<file path="src/rtl/rdv_pkg.sv">
package rdv_pkg;

    localparam int unsigned LAT_W_DEF = 5;
    localparam int unsigned SLOTS_DEF = 2;

    typedef enum logic {
        PH_CAL = 1'b0,
        PH_RUN = 1'b1
    } phase_e;

    function automatic logic rose_now(input logic cur, input logic prev);
        return cur & ~prev;
    endfunction

endpackage

</file>
<file path="src/rtl/rdv_lat_lock.sv">
module rdv_lat_lock
    import rdv_pkg::*;
#(
    parameter int unsigned LAT_W = LAT_W_DEF
) (
    input  logic             clk,
    input  logic             rst,
    input  logic             cal_done,
    input  logic [LAT_W-1:0] cal_lat,
    output logic             locked,
    output logic [LAT_W-1:0] lat_q
);

    typedef struct packed {
        phase_e           ph;
        logic             done_q;
        logic [LAT_W-1:0] lat;
    } lock_st_t;

    lock_st_t st;

    always_ff @(posedge clk) begin
        if (rst) begin
            st <= '{ph: PH_CAL, done_q: 1'b0, lat: '0};
        end else begin
            st.done_q <= cal_done;
            if (st.ph == PH_CAL && rose_now(cal_done, st.done_q)) begin
                st.ph  <= PH_RUN;
                st.lat <= cal_lat;
            end
        end
    end

    assign locked = (st.ph == PH_RUN);
    assign lat_q  = st.lat;

    assert_locked_sticky_R4: assert property (@(posedge clk) disable iff (rst)
        locked |=> locked);

    assert_lat_hold_R4: assert property (@(posedge clk) disable iff (rst)
        locked |=> $stable(lat_q));

endmodule

</file>
<file path="src/rtl/rdv_delay_tap.sv">
module rdv_delay_tap
    import rdv_pkg::*;
#(
    parameter int unsigned LAT_W = LAT_W_DEF
) (
    input  logic             clk,
    input  logic             rst,
    input  logic             en,
    input  logic             din,
    input  logic [LAT_W-1:0] sel,
    output logic             dout
);

    localparam int unsigned DEPTH = (1 << LAT_W) - 1;

    logic [DEPTH-1:0] sr;
    logic             tap;

    generate
        if (DEPTH == 1) begin : g_single
            always_ff @(posedge clk) begin
                if (rst) sr <= '0;
                else     sr <= din & en;
            end
        end else begin : g_chain
            always_ff @(posedge clk) begin
                if (rst) sr <= '0;
                else     sr <= {sr[DEPTH-2:0], din & en};
            end
        end
    endgenerate

    always_comb begin
        if (sel == '0) tap = din;
        else           tap = sr[sel - 1'b1];
    end

    assign dout = en & tap;

    assert_one_stage_R5: assert property (@(posedge clk) disable iff (rst)
        (en && $past(en) && sel == LAT_W'(1)) |-> (dout == $past(din)));

    assert_bypass_R5: assert property (@(posedge clk) disable iff (rst)
        (en && sel == '0) |-> (dout == din));

endmodule

</file>
<file path="src/rtl/rd_valid_gen.sv">
module rd_valid_gen
    import rdv_pkg::*;
#(
    parameter int unsigned LAT_W = LAT_W_DEF,
    parameter int unsigned SLOTS = SLOTS_DEF
) (
    input  logic             clk,
    input  logic             rst,
    input  logic [SLOTS-1:0] rd_req,
    input  logic             cal_done,
    input  logic [LAT_W-1:0] cal_lat,
    output logic [SLOTS-1:0] rd_valid,
    output logic [LAT_W-1:0] lat_out
);

    logic             locked;
    logic [LAT_W-1:0] lat_q;

    rdv_lat_lock #(.LAT_W(LAT_W)) lock_i (
        .clk      (clk),
        .rst      (rst),
        .cal_done (cal_done),
        .cal_lat  (cal_lat),
        .locked   (locked),
        .lat_q    (lat_q)
    );

    genvar s;
    generate
        for (s = 0; s < SLOTS; s++) begin : g_slot
            rdv_delay_tap #(.LAT_W(LAT_W)) tap_i (
                .clk  (clk),
                .rst  (rst),
                .en   (locked),
                .din  (rd_req[s]),
                .sel  (lat_q),
                .dout (rd_valid[s])
            );
        end
    endgenerate

    assign lat_out = locked ? lat_q : '0;

    assert_quiet_R2: assert property (@(posedge clk) disable iff (rst)
        !locked |-> (rd_valid == '0 && lat_out == '0));

    assert_capture_R3: assert property (@(posedge clk) disable iff (rst)
        (!locked && $rose(cal_done)) |=> (lat_out == $past(cal_lat)));

    assert_report_frozen_R4: assert property (@(posedge clk) disable iff (rst)
        locked |=> $stable(lat_out));

endmodule

</file>
<file path="config.mk">
export PLATFORM = sky130hd
export DESIGN_NAME = rd_valid_gen
export DESIGN_NICKNAME = d
export VERILOG_FILES = /design/src/rtl/rdv_pkg.sv /design/src/rtl/rdv_lat_lock.sv /design/src/rtl/rdv_delay_tap.sv /design/src/rtl/rd_valid_gen.sv
export SDC_FILE = /design/constraint.sdc
export NUM_CORES = 1
export LEC_CHECK = 0
export ABC_AREA = 1
export BUFFER_PORTS_ARGS = -buffer_cell sky130_fd_sc_hd__buf_2
export CAP_MARGIN = 10
export CORE_MARGIN = 2
export CORE_UTILIZATION = 40
export CTS_CLUSTER_SIZE = 12
export DETAILED_ROUTE_END_ITERATION = 8
export PLACE_DENSITY = 0.58
export SETUP_SLACK_MARGIN = 0.5
export SLEW_MARGIN = 20
export SYNTH_ARGS = -nofsm -noshare
export SYNTH_HDL_FRONTEND = slang
export SYNTH_SLANG_ARGS = --single-unit
</file>
<file path="constraint.sdc">
create_clock -name clk -period 3.2 [get_ports clk]
set_input_delay 0.64 -clock clk [delete_from_list [all_inputs] [get_ports clk]]
set_output_delay 0.64 -clock clk [all_outputs]
set_load 0.05 [all_outputs]
</file>
==> flow_summary.toml <==
[outcome]
status = "complete, no violations"

[timing]
layout_setup_ws_ns = 0.6100
setup_viol = 0
maxSlewHeadroom_pct = 49.13
skew_ns = 0.008638
whs_ns = 0.4207
finalHoldViolations = 0
drv_slew = 0
tightestPinTransition_ns = 0.7631
fin_crit_sh_pct = 80.94
final.setup.tns_ns = 0
finalCriticalPeriod_ns = 2.590
clock.fmax_mhz = 386.1
grt_setup_unrepaired = "yes"

[setup_path]
crit_path_start_kind = "register"
path_max_fanout = 8
r2r_slack_ns = 1.95
critical_path_class = "reg -> out"
required_ns = 2.56
crit_path_end_kind = "output port"
critPathArrivalTime_ns = 1.95

[floorplan]
dieArea_um2 = 7761
coreArea_um2 = 6832
die_w_um = 88.10
initial_core_util_pct = 41.41
pin_count = 17
rows = 30
die_h_um = 88.10

[synth]
muxShareOfSynthArea_pct = 0
synth_top_family_by_area = "simple AND/OR/NAND/NOR gates"
syn-num-nets = 411
synth_xor_area_share_pct = 0
syn-cell-area_um2 = 2829
synth_cells = 400
synth_top_area_cell = "dfxtp_1"
synth_compound_area_share_pct = 2.123
synth_area_leaders = "dfxtp_1 (49%), nand2_1 (12%), nand3_1 (9.9%)"
synthDominantCellAreaShare_pct = 48.83
ys_ff_latch = 69
ys_types = 21
synthAdderAreaFrac_pct = 0.4423
avgSynthCellArea_um2 = 7.072
ys_warn_count = 0
seq_area_frac_synth_pct = 48.83
synth-simple-area-share_pct = 32.46

[route]
drt_iter0_drc = 148
drcViolationCount = 0
wl_per_cell_um = 11.41
postRouteAntennaNets = 0
drt_pass1_iterations = 4
dr_total_vias = 2330
vias_per_cell = 4.498
wl_um = 5910

[place]
hpwl_um = 3671
gp_congestion = 0.7697
place_ws_ns = 0.6339
dp_cells = 494
port_buffers = 16

[clocking]
clockRootBuffer = "clkbuf_8"
clock-sinks = 69
cts_buffer_depth = 2
cts_hold_buf = 0
cts_tree = "done"
clk_latency_ns = 0.34
htreeDepth = 3
clk_pin_slew_ns = 0.07
numCtsBuffers = 9

[grt]
grt_overflow_total = 0
antenna_found_initial = 0
first_global_vias = 2231
track_usage_pct = 17.05
grt_pass1_wl_um = 10090
grt_max_degree = 44

[layout]
final.fill_count = 739
nets = 428
syn_to_final_growth_pct = 14.73
layout_common_cells = "nand2_1 (84), inv_1 (73), nor2_1 (71), dfxtp_1 (68), nand3_1 (55)"
diodes = 0
finalNonFillerCells = 518
layout_commonest_cell = "nand2_1"
drive_gt1_share_pct = 14.22

[pwr]
p_per_area_nw_per_um2 = 585.6
peakVddDrop_mv = 0.3624
p_leak_nw = 1.333

[flow_run]
maxCapViolations = 0

[worst_hold_path]
hp-class = "reg -> reg"
## flip-flops by register name, summed over array words and instances, names as in the netlist
signal / count
g_slot.tap_i.sr: 62
lock_i.lat_q: 5
lock_i.locked: 1
lock_i.st: 1
## synth_stat cells, drive strengths merged
| library cell | n |
|---|---|
| nand2 | 90 |
| inv | 77 |
| nor2 | 74 |
| dfxtp | 69 |
| nand3 | 56 |
| buf | 17 |
| a211oi | 5 |
| clkbuf | 5 |
| nand4 | 2 |
| o21ai | 2 |
| a21boi | 1 |
| a21oi | 1 |
| ha | 1 |
## metrics by stage
stage / util, % / instance area (um^2) / total power [mW]
final: 47.51 / 3246 / 1.901
after global routing: 47.51 / 3246 / 1.993
after CTS: 46.21 / 3157 / 1.898
after detailed placement: 42.44 / 2899 / 1.145
after global placement: 42.44 / 2899 / 1.142
after floorplan: - / 2829 / 1.109
## worst max-delay path, cell delays in order, from the launching register on
cell,delay (ns)
dfxtp_4,0.40
clkinv_8,0.07
ha_4,0.30
buf_6,0.15
nand3_1,0.08
nand3_1,0.10
nand3_1,0.08
a21boi_1,0.21
nor2_2,0.07
buf_6,0.15
## report_power, final
part	leakage (nW)	total (mW)	internal, mW	switching (mW)
clock	0.102	0.729	0.402	0.327
sequential	0.558	0.879	0.867	0.0113
combinational	0.673	0.292	0.105	0.187
total	1.33	1.90	1.37	0.526
## logic make-up (layout without fill, tap and decap cells)
kind of cell | after synthesis | after routing
flip-flops | 69 | 69
buffers and inverters | 99 | 121
AO/OA/AOI/OAI | 9 | 9
AND/OR/NAND/NOR | 222 | 222
adder cells (fa/ha/maj) | 1 | 1
## metal layers
metal	vias up	share of wire, %	GRT usage (%)	routed length [um]
li1	1217	-	-	-
met1	1067	50	21.67	2943
met2	36	45	27.34	2647
met3	10	4.0	5.467	234
met4	0	1.4	6.061	85
met5	-	0	0	0
## worst paths after layout
| check | startpoint | end | cells past startpoint |
|---|---|---|---|
| setup / recovery | lock_i.lat_q[0] | rd_valid[0] | 9 |
| hold / removal | g_slot[1].tap_i.sr[8] | g_slot[1].tap_i.sr[9] | 2 |
| setup reg to reg | lock_i.locked | lock_i.lat_q[4] | 4 |
| hold reg to reg | g_slot[1].tap_i.sr[8] | g_slot[1].tap_i.sr[9] | 2 |
## final cells by class
| class | instances | area [um^2] | share of cell area, % |
|---|---|---|---|
| Timing Repair Buffer | 27 | 186.4 | 5.744 |
| Clock buffer | 11 | 151.4 | 4.665 |
| Multi-Input combinational cell | 232 | 1031 | 31.77 |
| Tap cell | 96 | 120.1 | 3.701 |
| Clock inverter | 5 | 58.81 | 1.812 |
| Timing Repair inverter | 1 | 6.256 | 0.1928 |
| Sequential cell | 69 | 1385 | 42.68 |
| Inverter | 77 | 306.5 | 9.445 |
## repair_timing
| action | in CTS | in global routing |
|---|---|---|
| cloned | 2 | 0 |
| buffers inserted | 0 | 6 |
| endpoints found under the hold margin | 0 | 0 |
| pin swaps | 0 | 5 |
| endpoints found under the setup margin | 2 | 2 |
| resized for setup | 11 | 13 |
Note: power is estimated with default switching activity, not from simulation.
